$ cat config.mk
export PLATFORM = sky130hd
export DESIGN_NAME = cap_budget_ctrl
export DESIGN_NICKNAME = d
export VERILOG_FILES = /design/src/rtl/cap_ctrl_pkg.sv /design/src/rtl/budget_reg.sv /design/src/rtl/overrun_cmp.sv /design/src/rtl/level_ctrl.sv /design/src/rtl/cap_budget_ctrl.sv
export SDC_FILE = /design/constraint.sdc
export NUM_CORES = 1
export LEC_CHECK = 0
export BUFFER_PORTS_ARGS = -buffer_cell sky130_fd_sc_hd__clkbuf_2
export CAP_MARGIN = 0
export CORE_UTILIZATION = 40
export CTS_CLUSTER_SIZE = 10
export DETAILED_ROUTE_END_ITERATION = 12
export GPL_TIMING_DRIVEN = 0
export SKIP_CTS_REPAIR_TIMING = 1
export SLEW_MARGIN = 30
export SYNTH_ARGS = -nofsm -noshare
export SYNTH_HDL_FRONTEND = slang
export SYNTH_HIERARCHICAL = 1
export SYNTH_SLANG_ARGS = --single-unit
$ cat constraint.sdc
create_clock -name clk_i -period 5.7 [get_ports clk_i]
set_input_delay 0.855 -clock clk_i [delete_from_list [all_inputs] [get_ports clk_i]]
set_output_delay 0.855 -clock clk_i [all_outputs]
set_load 0.02 [all_outputs]
$ cat src/rtl/cap_ctrl_pkg.sv
package cap_ctrl_pkg;
  // What a finished inference does to the capacity level
  typedef enum logic [1:0] {
    EV_HOLD = 2'd0,
    EV_DOWN = 2'd1,
    EV_FULL = 2'd2
  } lvl_evt_e;
endpackage

$ cat src/rtl/budget_reg.sv
module budget_reg #(
  parameter int unsigned W = 32
) (
  input  logic         clk_i,
  input  logic         rst_ni,
  input  logic         wr_i,
  input  logic [W-1:0] wdata_i,
  output logic [W-1:0] q_o,
  output logic         raise_o
);
  logic [W-1:0] q_d;
  logic         q_en;

  always_comb begin
    q_en    = wr_i;
    q_d     = wdata_i;
    raise_o = wr_i && (wdata_i > q_o);
  end

  always_ff @(posedge clk_i or negedge rst_ni) begin
    if (!rst_ni)   q_o <= '1;
    else if (q_en) q_o <= q_d;
  end

  // a write lands in the register on the next edge
  a_r8_capture: assert property (@(posedge clk_i) disable iff (!rst_ni)
    wr_i |=> (q_o == $past(wdata_i)));
  a_r2_budget_hold: assert property (@(posedge clk_i) disable iff (!rst_ni)
    !wr_i |=> $stable(q_o));
endmodule

$ cat src/rtl/overrun_cmp.sv
module overrun_cmp #(
  parameter int unsigned W = 32
) (
  input  logic [W-1:0] meas_i,
  input  logic [W-1:0] lim_i,
  output logic         over_o
);
  always_comb over_o = meas_i > lim_i;
endmodule

$ cat src/rtl/level_ctrl.sv
module level_ctrl
  import cap_ctrl_pkg::*;
#(
  parameter int unsigned NUM_LEVELS = 4,
  localparam int unsigned LW = $clog2(NUM_LEVELS)
) (
  input  logic          clk_i,
  input  logic          rst_ni,
  input  logic          done_i,
  input  logic          raise_i,
  input  logic          over_i,
  output logic [LW-1:0] lvl_o,
  output logic          upd_o
);
  localparam logic [LW-1:0] LVL_MAX = LW'(NUM_LEVELS - 1);

  lvl_evt_e      evt;
  logic [LW-1:0] lvl_d;
  logic          lvl_en;
  logic          pend_q, pend_d;

  always_comb begin
    if (pend_q || raise_i) evt = EV_FULL;
    else if (over_i)       evt = EV_DOWN;
    else                   evt = EV_HOLD;

    lvl_en = done_i;
    unique case (evt)
      EV_FULL: lvl_d = LVL_MAX;
      EV_DOWN: lvl_d = (lvl_o == '0) ? '0 : lvl_o - LW'(1);
      default: lvl_d = lvl_o;
    endcase

    if (done_i)       pend_d = 1'b0;
    else if (raise_i) pend_d = 1'b1;
    else              pend_d = pend_q;
  end

  always_ff @(posedge clk_i or negedge rst_ni) begin
    if (!rst_ni) begin
      lvl_o  <= LVL_MAX;
      pend_q <= 1'b0;
      upd_o  <= 1'b0;
    end else begin
      if (lvl_en) lvl_o <= lvl_d;
      pend_q <= pend_d;
      upd_o  <= done_i;
    end
  end

  a_r2_hold: assert property (@(posedge clk_i) disable iff (!rst_ni)
    !done_i |=> $stable(lvl_o));
  a_r3_step_one: assert property (@(posedge clk_i) disable iff (!rst_ni)
    (done_i && !raise_i && !pend_q && over_i && lvl_o != '0) |=> (lvl_o == $past(lvl_o) - LW'(1)));
  a_r4_floor: assert property (@(posedge clk_i) disable iff (!rst_ni)
    (done_i && !raise_i && !pend_q && lvl_o == '0) |=> (lvl_o == '0));
  a_r5_within: assert property (@(posedge clk_i) disable iff (!rst_ni)
    (done_i && !raise_i && !pend_q && !over_i) |=> $stable(lvl_o));
  a_r6_mark: assert property (@(posedge clk_i) disable iff (!rst_ni)
    (raise_i && !done_i) |=> pend_q);
  a_r7_full: assert property (@(posedge clk_i) disable iff (!rst_ni)
    (done_i && raise_i) |=> (lvl_o == LVL_MAX && !pend_q));
  a_r9_strobe: assert property (@(posedge clk_i) disable iff (!rst_ni)
    done_i |=> upd_o);
endmodule

$ cat src/rtl/cap_budget_ctrl.sv
module cap_budget_ctrl #(
  parameter int unsigned MEAS_W     = 32,
  parameter int unsigned NUM_LEVELS = 4,
  localparam int unsigned LW = $clog2(NUM_LEVELS)
) (
  input  logic              clk_i,
  input  logic              rst_ni,
  input  logic              energy_wr_i,
  input  logic [MEAS_W-1:0] energy_wdata_i,
  input  logic              delay_wr_i,
  input  logic [MEAS_W-1:0] delay_wdata_i,
  input  logic              infer_done_i,
  input  logic [MEAS_W-1:0] energy_meas_i,
  input  logic [MEAS_W-1:0] delay_meas_i,
  output logic [LW-1:0]     level_o,
  output logic              level_upd_o
);
  localparam int unsigned NCH = 2; // 0 energy, 1 delay

  logic [NCH-1:0]             ch_wr, ch_raise, ch_over;
  logic [NCH-1:0][MEAS_W-1:0] ch_wdata, ch_meas, ch_lim;

  always_comb begin
    ch_wr    = {delay_wr_i, energy_wr_i};
    ch_wdata = {delay_wdata_i, energy_wdata_i};
    ch_meas  = {delay_meas_i, energy_meas_i};
  end

  for (genvar c = 0; c < NCH; c++) begin : g_ch
    budget_reg #(.W(MEAS_W)) u_budget (
      .clk_i   (clk_i),
      .rst_ni  (rst_ni),
      .wr_i    (ch_wr[c]),
      .wdata_i (ch_wdata[c]),
      .q_o     (ch_lim[c]),
      .raise_o (ch_raise[c])
    );
    overrun_cmp #(.W(MEAS_W)) u_cmp (
      .meas_i (ch_meas[c]),
      .lim_i  (ch_lim[c]),
      .over_o (ch_over[c])
    );
  end

  level_ctrl #(.NUM_LEVELS(NUM_LEVELS)) u_lvl (
    .clk_i   (clk_i),
    .rst_ni  (rst_ni),
    .done_i  (infer_done_i),
    .raise_i (|ch_raise),
    .over_i  (|ch_over),
    .lvl_o   (level_o),
    .upd_o   (level_upd_o)
  );
endmodule

# After elaboration in Yosys (flattened, before gate mapping)
# Index checks and enable logic that the tools add are counted.
[word_totals]
register_bits = 68
in_bits = 133
out_inout_bits = 3
wordCells = 27
[classes]
add_sub_neg = 1
magnitude_cmp = 4
n_eq_ne = 2
muxes = 6
n_reduce_logical = 9
[op_table]
columns = ["cell", "count"]
rows = [
  ["$gt 32x32->1", 4],
  ["$mux 2", 2],
  ["$pmux 2 s2", 1],
  ["$reduce_bool 2->1", 2],
  ["$reduce_or 2->1", 2],
  ["$mux 1", 3],
  ["$eq 2x1->1 const B", 1],
  ["$eq 2x2->1 const B", 1],
  ["$logic_and 1x1->1", 2],
  ["$logic_not 2->1", 1],
  ["$reduce_and 2->1", 1],
  ["$sub 2x1->2 const B", 1],
  ["$logic_or 1x1->1", 1],
]

# Depth between registers and ports, before layout
# Gate-level depths: netlist (run 1).
[logic_depth]
ltp_word = 8
ltp_mapped = 10
depth_no_buf = 10

# Cells and area by module
# Netlist (run 1), hierarchy kept.
[by_module_without_submodules]
columns = ["module", "instances", "cells_per_inst", "area_each_um2", "seq_area_each_um2"]
rows = [
  ["budget_reg", 2, 215, 1948.1, 840.8],
  ["overrun_cmp", 2, 112, 805.8, 0.0],
  ["level_ctrl", 1, 13, 162.7, 102.6],
  ["cap_budget_ctrl", 1, 2, 12.5, 0.0],
]

# Worst setup path before layout (run 1)
# OpenSTA, ideal clock, no wires.
[synth_timing]
path_kind = "input -> register"
from = "input port delay_meas_i[17]"
to = "register u_lvl.lvl_o[0]"
setup_ns = 0.094
arrival_ns = 2.619
required_ns = 5.606
path_slack_ns = 2.987
cell_stages = 9
path_buffers = 0
cell_sequence = "ha_1 -> a21oi_1 -> o21ai_1 -> a221o_1 -> a2111oi_2 -> a21oi_1 -> or2_1 -> a21bo_1 -> o311ai_2"
[synth_between]
elab_chain_len = 7
word_cells_on_any_way = 9
cone_classes = "order compare: 1; eq/ne: 2; mux: 3; reduce/logical: 3"
[synth_lines]
columns = ["item", "line_no", "source"]
rows = [
  ["start, declared", "cap_budget_ctrl.sv:14", "input logic [MEAS_W-1:0] delay_meas_i,"],
  ["$gt 32x32->1 (*)", "overrun_cmp.sv:8", "always_comb over_o = meas_i > lim_i;"],
  ["via ch_over[1]", "cap_budget_ctrl.sv:20", "logic [NCH-1:0] ch_wr, ch_raise, ch_over;"],
  ["$reduce_or 2->1 (*)", "cap_budget_ctrl.sv:50", ".over_i (|ch_over),"],
  ["$mux 1 (*)", "level_ctrl.sv:24", "else if (over_i) evt = EV_DOWN;"],
  ["$mux 2 (*)", "level_ctrl.sv:23", "if (pend_q || raise_i) evt = EV_FULL;"],
  ["$eq 2x2->1 or $eq 2x1->1 (tied branches)", "level_ctrl.sv:28", "unique case (evt)"],
  ["$reduce_bool 2->1 (no line)", "--", ""],
  ["$reduce_and 2->1 (no line)", "--", ""],
  ["end signal, assigned", "level_ctrl.sv:45", "if (lvl_en) lvl_o <= lvl_d;"],
  ["end, declared", "level_ctrl.sv:12", "output logic [LW-1:0] lvl_o,"],
]
# Mark *: on every way through the listed nets, which the timed path passes. The rest lies on a longest branch.
# A chain may end at the register's enable or synchronous reset.

# Worst setup path in the final report (run 1)
[layout_timing]
from = "input port energy_meas_i[14]"
to = "register u_lvl.lvl_o[0]"
[layout_between]
elab_chain_len = 7
word_cells_on_any_way = 9
cone_classes = "order compare: 1; eq/ne: 2; mux: 3; reduce/logical: 3"
[layout_lines]
columns = ["item", "line_no", "source"]
rows = [
  ["start, declared", "cap_budget_ctrl.sv:13", "input logic [MEAS_W-1:0] energy_meas_i,"],
  ["$gt 32x32->1 (*)", "overrun_cmp.sv:8", ""],
  ["via ch_over[0]", "cap_budget_ctrl.sv:20", ""],
  ["$reduce_or 2->1 (*)", "cap_budget_ctrl.sv:50", ""],
  ["$mux 1 (*)", "level_ctrl.sv:24", ""],
  ["$mux 2 (*)", "level_ctrl.sv:23", ""],
  ["$eq 2x2->1 or $eq 2x1->1 (tied branches)", "level_ctrl.sv:28", ""],
  ["$reduce_bool 2->1 (no line)", "--", ""],
  ["$reduce_and 2->1 (no line)", "--", ""],
]
# Marks and branches as above.

==> results of run 1 <==
==> registers in the layout, summed over array words and instances (netlist names) <==
signal             flops
g_ch.u_budget/q_o     64
u_lvl/upd_o            1
u_lvl/pend_q           1
u_lvl/lvl_o            2
==> logic make-up (layout without fill, tap and decap cells) <==
group	after synthesis	in the layout	share of synthesized area
simple gates	166	166	0.137
compound gates	162	162	0.169
buf+inv	143	292	0.0945
fa+ha+maj	128	128	0.282
flops	68	68	0.314
mux	2	2	0.00396
==> final timing paths <==
| kind | slack [ns] | end |
|---|---|---|
| min reg2reg | 0.50 | g_ch[1].u_budget/q_o[28] |
| min in group asynchronous | 0.75 | g_ch[1].u_budget/q_o[12] |
| max reg2reg | 3.00 | u_lvl/lvl_o[0] |
| max in group asynchronous | 4.62 | g_ch[0].u_budget/q_o[17] |
| max | 2.96 | u_lvl/lvl_o[0] |
| min | 0.50 | g_ch[1].u_budget/q_o[28] |
==> per-layer routing <==
layer | track usage | vias to the layer above
met5 | 0 | -
met4 | 0.0918 | 0
met3 | 0.0414 | 24
met2 | 0.364 | 132
met1 | 0.236 | 2374
li1 | - | 2608
==> layout make-up <==
class	instances	area (um2)
fill	1363	6960
clock inverter	1	30.0
inverter	129	484
sequential	68	1780
buffer	14	52.6
clock buffer	14	284
timing repair buffer	134	696
tap	180	225
multi-input combinational	458	3360
==> metrics by stage <==
stage	total power [W]	hold WS, ns	cells	instance area (um2)	setup slack [ns]
floorplan	0.000876	0.462	669	5680	2.99
global placement	0.00102	0.476	982	6570	2.56
detailed placement	0.00104	0.490	983	6600	2.55
CTS	0.00164	0.502	998	6920	2.92
global route	0.00174	0.517	998	6920	2.73
finish	0.00162	0.500	998	6920	2.96
==> critical path: stages <==
cell,delay [ns]
clkbuf_2,0.09
ha_1,0.31
nand4_1,0.17
nor4_1,0.52
a21boi_0,0.25
o31ai_1,0.09
a21oi_1,0.20
or2_1,0.18
nand2_1,0.08
o311ai_2,0.24
==> report_power, final <==
part	switching [W]	leakage (nW)	internal, W	total [W]
Clock	0.000206	0.155	0.000384	0.000590
Combinational	0.000248	2.73	0.000193	0.000441
Sequential	0.0000269	0.717	0.000565	0.000592
==> Yosys cell counts <==
cell and number:
o21ai_0 30, a21oi_1 52, a21bo_1 1, nor2b_1 4, nand4_1 24, o211ai_1 4
nor4bb_1 2, and4_1 4, o311ai_2 1, nor4_1 4, o21ai_1 42, nand3_1 22
o31ai_1 2, nand2_1 87, a2111oi_2 2, or2_1 2, a2111oi_1 2, clkbuf_1 14
a21o_1 10, a211oi_1 2, nor2_1 12, ha_1 128, inv_1 129, o311ai_1 2
and3b_1 1, dfrtp_1 2, a21boi_0 4, a221o_1 8, nor3_1 4, dfstp_2 66
mux2_1 2
==> metrics.md, run 1 <==
| Metric | Value |
|---|---|
| Antenna-violating nets left | 0 |
| Clk Latency, worst-skew pair | between 0.3 and 0.4 ns |
| Die ar. | about 0.015 mm2 |
| Worst-path clk slew | around 0.050 ns |
| CTS tree | done |
| Vias | between 5,000 and 6,000 |
| Final Setup Violations | 0 |
| Register area share after synthesis | 0.314 |
| Crit start category | primary input |
| Total Nets Final | about 1,100 |
| Syn Inst Count | around 670 |
| Fraction of layout cells with a size suffix above 1 | 0.265 |
| Mapped Avg Cell Area | between 8 and 9 um2 |
| Fin crit share | 0.480 |
| Mapped cell area | ~0.0057 mm2 |
| Remaining global-route overflow | 0 |
| Synth area leaders | dfstp_2 (31%), ha_1 (28%), inv_1 (8.5%), nand2_1 (5.7%), a21oi_1 (4.6%) |
| Final hold violations | 0 |
| Max Clock Freq | 365 MHz |
| WL per Instance | 14.1 um |
| Worst-case reg-to-reg path depth | 10 |
| Initial antenna violation count | 0 |
| Power per standard cell area | about 230 mW/mm2 |
| Critical path startpoint | energy_meas_i[14] |
| DRT met1 WL | approximately 6100 um |
| Most frequent cells in the layout | clkbuf_2 (132), inv_1 (129), ha_1 (128) |
| Row Count | 43 |
| MaxCap Viol Count | 0 |
| Final Util | 0.498 |
| Pleak | around 3.6 nW |
| Post-synth top area share | 0.305 |
| Worst endpoint required time | 5.94 ns |
| Synth warn | 6 |
| Setup CP Type | in2reg |
| Top routing layer used | met4 |
| HPWL Detailed | 11,600 um |
| Critical path arrival | 2.98 ns |
| H-tree levels | 3 |
| CP max FO | 3 |
| Worst Max-Slew Pin Slew | 0.533 ns |
| RSZ-0062 raised after global routing | false |
| Top Ports | roughly 140 |
| Via density | between 5 and 6 |
| Final min period | between 2 and 3 ns |
| Peak supply drop | ~130 uV |
| Number of diodes | 0 |
| Core box area | 0.0139 mm2 |
| Synth area leader | dfstp_2 |
| Sink Count | 68 |
| Outcome | finished clean |
| Relative slew slack | 0.639 |
| WHS Path Cells | 2 |
| DRC viols | 0 |
| Total CTS buffers | 9 |
| Final Skew | 0.00396 ns |
| Initial core utilization | 0.409 |
| Largest net degree at the start of global routing | between 40 and 50 |
| Post-synthesis register bit count | 68 |
| Reg2reg start | g_ch[0].u_budget/q_o[14] |
| DRT iter0 DRCs | around 170 |
| Setup crit end kind | flop |
| Hold crit path type | reg2reg |
| Placer Congestion | approximately 0.8 |
| All-Layer GR Usage | 0.205 |
| Synth-to-layout area growth | 21.7% |
| WL met3 | just under 800 um |
| First-pass GRT wire length | approximately 24,000 um |
| Final wirelength | 14,000 um |
| Met2 Wirelength | roughly 6800 um |
| CTS max path bufs | 2 |
| Die Span X | about 120 um |
| DIE HEIGHT | 121 um |
| Pins Over Slew Limit | 0 |
| Most common cell after layout, fill and taps aside | clkbuf_2 |
| Synth unique cells | 31 |
| HP Start | g_ch[1].u_budget/q_o[28] |
| DR pass1 iterations | 4 |
| Syn Nets | between 900 and 1,000 |
| TNS Setup | 0 ns |
| Clock root buffer | clkbuf_16 |
| Number of global-route vias before repair | roughly 5,400 |
| IO buf count | about 130 |
No activity file was read; power rests on OpenSTA's default activity.
==> inputs of run 2 (changes only) <==
==> constraint.sdc (replaced) <==
create_clock -name clk_i -period 2.4 [get_ports clk_i]
set_input_delay 0.36 -clock clk_i [delete_from_list [all_inputs] [get_ports clk_i]]
set_output_delay 0.36 -clock clk_i [all_outputs]
set_load 0.02 [all_outputs]
==> metrics.md, run 2 (same netlist as run 1, synthesis figures left out) <==
| Metric | Value |
|---|---|
| Outcome | finished with violations |
| Failing checks | negative setup slack |
| Most frequent cells in the layout | clkbuf_2 (132), inv_1 (119), nand2_1 (85) |
| Worst endpoint required time | 2.66 ns (-3.28 ns) |
| Total Nets Final | 1,083 (+0.74%) |
| Clock root buffer | clkbuf_16 |
| Net Switching | 0.00131 W (+170%) |
| Fin crit share | 1.04 |
| DRC viols | 0 (unchanged) |
| Power per standard cell area | 525 mW/mm2 (+120%) |
| Most flop-heavy register | g_ch.u_budget/q_o |
| Pleak | 3.75 nW (+4.0%) |
| Worst-path clk slew | 0.06 ns (about the same) |
| Die Span X | 121 um (unchanged) |
| WL per Instance | 15.5 um (+9.9%) |
| CTS tree | done |
| Most common cell after layout, fill and taps aside | clkbuf_2 |
| Hold crit path type | in2reg |
| Peak supply drop | 391 uV (+200%) |
| H-tree levels | 3 (unchanged) |
| Max FFs per register | 64 (unchanged) |
| Row Count | 43 (unchanged) |
| Worst-case reg-to-reg path depth | 10 (unchanged) |
| Max Clock Freq | roughly 400 MHz |
| CP max FO | 3 (unchanged) |
| Largest regs | g_ch.u_budget/q_o (64), u_lvl/lvl_o (2) |
| Reg power frac | 0.337 (-0.028) |
| Final hold violations | 0 (unchanged) |
| Sink Count | 68 (unchanged) |
| Setup crit end kind | flop |
| Placer Congestion | 0.804 (unchanged) |
| CTS max path bufs | 2 (unchanged) |
| MaxCap Viol Count | 0 (unchanged) |
| RSZ-0062 raised after global routing | true |
| HPWL Detailed | 11,600 um (unchanged) |
| Area post-placement | 0.00660 mm2 (unchanged) |
| Power Internal | 0.00288 W (+150%) |
| Fraction of layout cells with a size suffix above 1 | 0.409 (+0.144) |
| Final wirelength | 15,600 um (+11%) |
| Worst Max-Slew Pin Slew | 0.540 ns (+0.00612 ns) |
| Via density | 5.29 (+2.8%) |
| Pins Over Slew Limit | 0 (unchanged) |
| IO buf count | 133 (unchanged) |
| Relative slew slack | 0.640 (+0.000771) |
| Number of global-route vias before repair | 5,356 (unchanged) |
| Top Ports | 136 (unchanged) |
| Critical path arrival | 2.75 ns (-0.23 ns) |
| Finished Cell Area | 0.00799 mm2 (+16%) |
| All-Layer GR Usage | 0.205 (unchanged) |
| WHS Path Cells | 3 (+1) |
| Core box area | 0.0139 mm2 (unchanged) |
| Initial antenna violation count | 0 (unchanged) |
| Setup CP Type | reg2reg |
| Die ar. | 0.0147 mm2 (unchanged) |
| Initial core utilization | 0.409 (unchanged) |
| Largest net degree at the start of global routing | 45 (unchanged) |
| Number of diodes | 0 (unchanged) |
| Antenna-violating nets left | 0 (unchanged) |
| DIE HEIGHT | 121 um (unchanged) |
| Final min period | ~2.5 ns |
| Multi-input gate area | 0.00437 mm2 (+30%) |
| Final Util | 0.576 (+0.0772) |
| Remaining global-route overflow | 0 (unchanged) |
| Clk Latency, worst-skew pair | 0.34 ns (about the same) |
| Total CTS buffers | 9 (unchanged) |
| DR pass1 iterations | 5 (+1) |
| Synth-to-layout area growth | 40.6% |
| Crit start category | flop |
| Final Setup Violations | 2 (+2) |
| First-pass GRT wire length | 23,500 um (unchanged) |
| Fill count | 1,235 (-9.4%) |
| Final setup margin | -0.0914 ns (-3.05 ns) |
| Seq. cell area | 0.00178 mm2 (unchanged) |
| Combinational power share | 0.328 (+0.056) |
| Switching part of the total | 0.313 (+0.0163) |
| Clock Power Share | 0.335 (-0.029) |
| Vias | 5,322 (+3.6%) |
| Final Skew | 0.00341 ns (-0.000553 ns) |
| DRT iter0 DRCs | 196 (+18%) |
[run 2: changes by cell type in the layout (fill, tap and decap cells not counted), sizes merged]
cell  previous run  this run
buf              1         9
[run 2: power by group through the flow]
stage / combinational (W) / sequential, W / clock [W]
finish: 0.00138 / 0.00141 / 0.00141
detailed placement: 0.00104 / 0.00142 / 0
global route: 0.00156 / 0.00143 / 0.00150
floorplan: 0.000663 / 0.00142 / 0
global placement: 0.000993 / 0.00142 / 0
CTS: 0.00106 / 0.00141 / 0.00144
[run 2: through the flow]
step / TNS [ns] / worst slack (ns) / hold slack [ns] / power, W / cells
floorplan: 0 / 0.0153 / 0.0644 / 0.00208 / 669
global placement: -0.790 / -0.337 / 0.476 / 0.00241 / 982
detailed placement: -0.776 / -0.346 / 0.490 / 0.00247 / 983
CTS: -0.810 / -0.356 / 0.183 / 0.00391 / 998
global route: -0.395 / -0.186 / 0.227 / 0.00448 / 1006
finish: -0.148 / -0.0914 / 0.223 / 0.00419 / 1006
[run 2: final cells by class]
class	instances	area share
Sequential cell	68	0.223
Buffer	14	0.00658
Clock inverter	1	0.00376
Inverter	129	0.0606
Multi-Input combinational cell	458	0.547
Tap cell	180	0.0282
Clock buffer	14	0.0355
Timing Repair Buffer	142	0.0946
[run 2: worst max-delay path, stage by stage, from the launching register on]
cell,delay [ns]
dfstp_2,0.54
inv_2,0.05
ha_4,0.23
nand4_1,0.22
nor3_4,0.07
a221o_1,0.34
nor3_2,0.29
a21oi_2,0.11
or2_4,0.28
o21ai_4,0.15
o311ai_4,0.12
[run 2: path summary, 6_finish.rpt]
check | from | end | slack (ns)
setup / recovery | g_ch[0].u_budget/q_o[28] | u_lvl/lvl_o[0] | -0.09
hold / removal | energy_wdata_i[24] | g_ch[0].u_budget/q_o[24] | 0.22
setup reg to reg | g_ch[0].u_budget/q_o[28] | u_lvl/lvl_o[0] | -0.09
hold reg to reg | g_ch[1].u_budget/q_o[28] | g_ch[1].u_budget/q_o[28] | 0.50
max in group asynchronous | rst_ni | g_ch[0].u_budget/q_o[25] | 1.81
min in group asynchronous | rst_ni | g_ch[1].u_budget/q_o[12] | 0.27
[run 2: routing by layer]
metal / vias up / part of all wire / global-route usage
met1: 2524 / 0.42 / 0.236
met5: - / 0 / 0
li1: 2629 / - / -
met3: 26 / 0.058 / 0.0414
met2: 143 / 0.50 / 0.364
met4: 0 / 0.023 / 0.0918
==> inputs of run 3 (changes only) <==
--- a/config.mk
+++ b/config.mk
@@ -10,7 +10,6 @@
 export CORE_UTILIZATION = 40
 export CTS_CLUSTER_SIZE = 10
 export DETAILED_ROUTE_END_ITERATION = 12
-export GPL_TIMING_DRIVEN = 0
 export SKIP_CTS_REPAIR_TIMING = 1
 export SLEW_MARGIN = 30
 export SYNTH_ARGS = -nofsm -noshare
==> metrics.md, run 3 (same netlist as run 1, synthesis figures left out) <==
| Metric | Value |
|---|---|
| Clock root buffer | clkbuf_16 |
| All-Layer GR Usage | 0.207 (+0.00216) |
| Setup CP Type | reg2reg |
| Core box area | 0.0139 mm2 (unchanged) |
| Fill count | 1,252 (+1.4%) |
| Max FFs per register | 64 (unchanged) |
| Fin crit share | 1.06 (+0.0180) |
| Peak supply drop | 315 uV (-19%) |
| Sink Count | 68 (unchanged) |
| Die ar. | 0.0147 mm2 (unchanged) |
| Placer Congestion | 0.820 (+2.0%) |
| DIE HEIGHT | 121 um (unchanged) |
| Final wirelength | 14,900 um (-4.2%) |
| Final Setup Violations | 2 (unchanged) |
| Antenna-violating nets left | 0 (unchanged) |
| CP max FO | 3 (unchanged) |
| Most flop-heavy register | g_ch.u_budget/q_o |
| Number of diodes | 0 (unchanged) |
| WL per Instance | 14.3 um (-7.6%) |
| Vias | 5,267 (-1.0%) |
| Placed insts | 1,021 (+3.9%) |
| Finished Layout Cells | 1,043 (+3.7%) |
| H-tree levels | 3 (unchanged) |
| MaxCap Viol Count | 0 (unchanged) |
| Clk Latency, worst-skew pair | 0.34 ns (about the same) |
| RSZ-0062 raised after global routing | true |
| Total CTS buffers | 9 (unchanged) |
| Largest regs | g_ch.u_budget/q_o (64), u_lvl/lvl_o (2) |
| Final setup margin | -0.135 ns (-0.0433 ns) |
| Top Ports | 136 (unchanged) |
| Total Nets Final | 1,119 (+3.3%) |
| Initial antenna violation count | 0 (unchanged) |
| Design Power | 0.00402 W (-4.1%) |
| Worst Max-Slew Pin Slew | 0.598 ns (+0.0587 ns) |
| Pins Over Slew Limit | 0 (unchanged) |
| Row Count | 43 (unchanged) |
| Final Skew | 0.00347 ns (+0.0000638 ns) |
| Most common cell after layout, fill and taps aside | clkbuf_2 |
| Final min period | 2.53 ns (+0.0433 ns) |
| Number of global-route vias before repair | 5,244 (-2.1%) |
| Critical path arrival | 2.77 ns (+0.02 ns) |
| Worst-path clk slew | 0.05 ns (about the same) |
| Relative slew slack | 0.601 (-0.0392) |
| Failing checks | negative setup slack |
| TNS Setup | -0.246 ns (-0.0982 ns) |
| Largest net degree at the start of global routing | 64 (+42%) |
| IO buf count | 135 (+1.5%) |
| Area post-placement | 0.00691 mm2 (+4.7%) |
| Fraction of layout cells with a size suffix above 1 | 0.399 (-0.0106) |
| Most frequent cells in the layout | clkbuf_2 (134), inv_1 (122), ha_1 (99) |
| DRT iter0 DRCs | 141 (-28%) |
| Via density | 5.05 (-4.5%) |
| Die Span X | 121 um (unchanged) |
| Synth-to-layout area growth | 38.1% |
| CTS max path bufs | 2 (unchanged) |
| Initial core utilization | 0.409 (unchanged) |
| Setup crit end kind | flop |
| Power per standard cell area | 513 mW/mm2 (-2.3%) |
| Crit start category | flop |
| HPWL Detailed | 11,700 um (+0.77%) |
| Worst endpoint required time | 2.64 ns (-0.02 ns) |
| DRC viols | 0 (unchanged) |
| Final hold violations | 0 (unchanged) |
| Hold crit path type | in2reg |
| DR pass1 iterations | 4 (-1) |
| CTS tree | done |
| Pleak | 3.89 nW (+3.6%) |
| Outcome | finished with violations |
| Finished Cell Area | 0.00785 mm2 (-1.8%) |
| Remaining global-route overflow | 0 (unchanged) |
| First-pass GRT wire length | 23,700 um (+0.65%) |
| Max Clock Freq | 395 MHz (-1.7%) |
==> run 3: final cells by class <==
class / count / area (um2) / share of cell area
Multi-Input combinational cell: 458 / 3970 / 0.506
Sequential cell: 68 / 1780 / 0.227
Timing Repair Buffer: 192 / 1100 / 0.141
Inverter: 129 / 484 / 0.0617
Clock buffer: 15 / 278 / 0.0354
Tap cell: 180 / 225 / 0.0287
Clock inverter: 1 / 5.00 / 0.000638
==> run 3: final timing paths <==
kind / from / slack (ns) / cells after the start / to
min: energy_wdata_i[27] / 0.23 / 3 / g_ch[0].u_budget/q_o[27]
max in group asynchronous: rst_ni / 1.54 / 2 / g_ch[0].u_budget/q_o[16]
min reg2reg: g_ch[0].u_budget/q_o[27] / 0.50 / 2 / g_ch[0].u_budget/q_o[27]
max reg2reg: g_ch[1].u_budget/q_o[23] / -0.13 / 9 / u_lvl/lvl_o[0]
min in group asynchronous: rst_ni / 0.37 / 1 / g_ch[1].u_budget/q_o[10]
max: g_ch[1].u_budget/q_o[23] / -0.13 / 9 / u_lvl/lvl_o[0]
==> run 3: worst max-delay path, cell delays in order, from the launching register on <==
cell,delay (ns)
dfstp_2,0.52
inv_1,0.05
ha_1,0.29
and4_4,0.20
a221o_1,0.38
a2111oi_4,0.34
a21oi_2,0.11
or2_1,0.25
a21bo_1,0.21
o311ai_2,0.08
==> run 3: stage by stage <==
stage | setup WS, ns | util | hold slack (ns)
floorplan | 0.0153 | - | 0.0644
global placement | -0.236 | 0.498 | 0.481
detailed placement | -0.305 | 0.498 | 0.492
CTS | -0.328 | 0.518 | 0.210
global route | -0.271 | 0.565 | 0.229
finish | -0.135 | 0.565 | 0.227
==> run 3: where the power goes <==
group / internal, W / total [W] / switching, W
Clock: 0.000784 / 0.00129 / 0.000501
Sequential: 0.00134 / 0.00141 / 0.0000655
Combinational: 0.000634 / 0.00133 / 0.000697
==> run 3: per-layer routing <==
layer	share of wire	global-route usage
met1	0.45	0.255
met2	0.49	0.360
met3	0.048	0.0414
met4	0.013	0.0694
met5	0	0
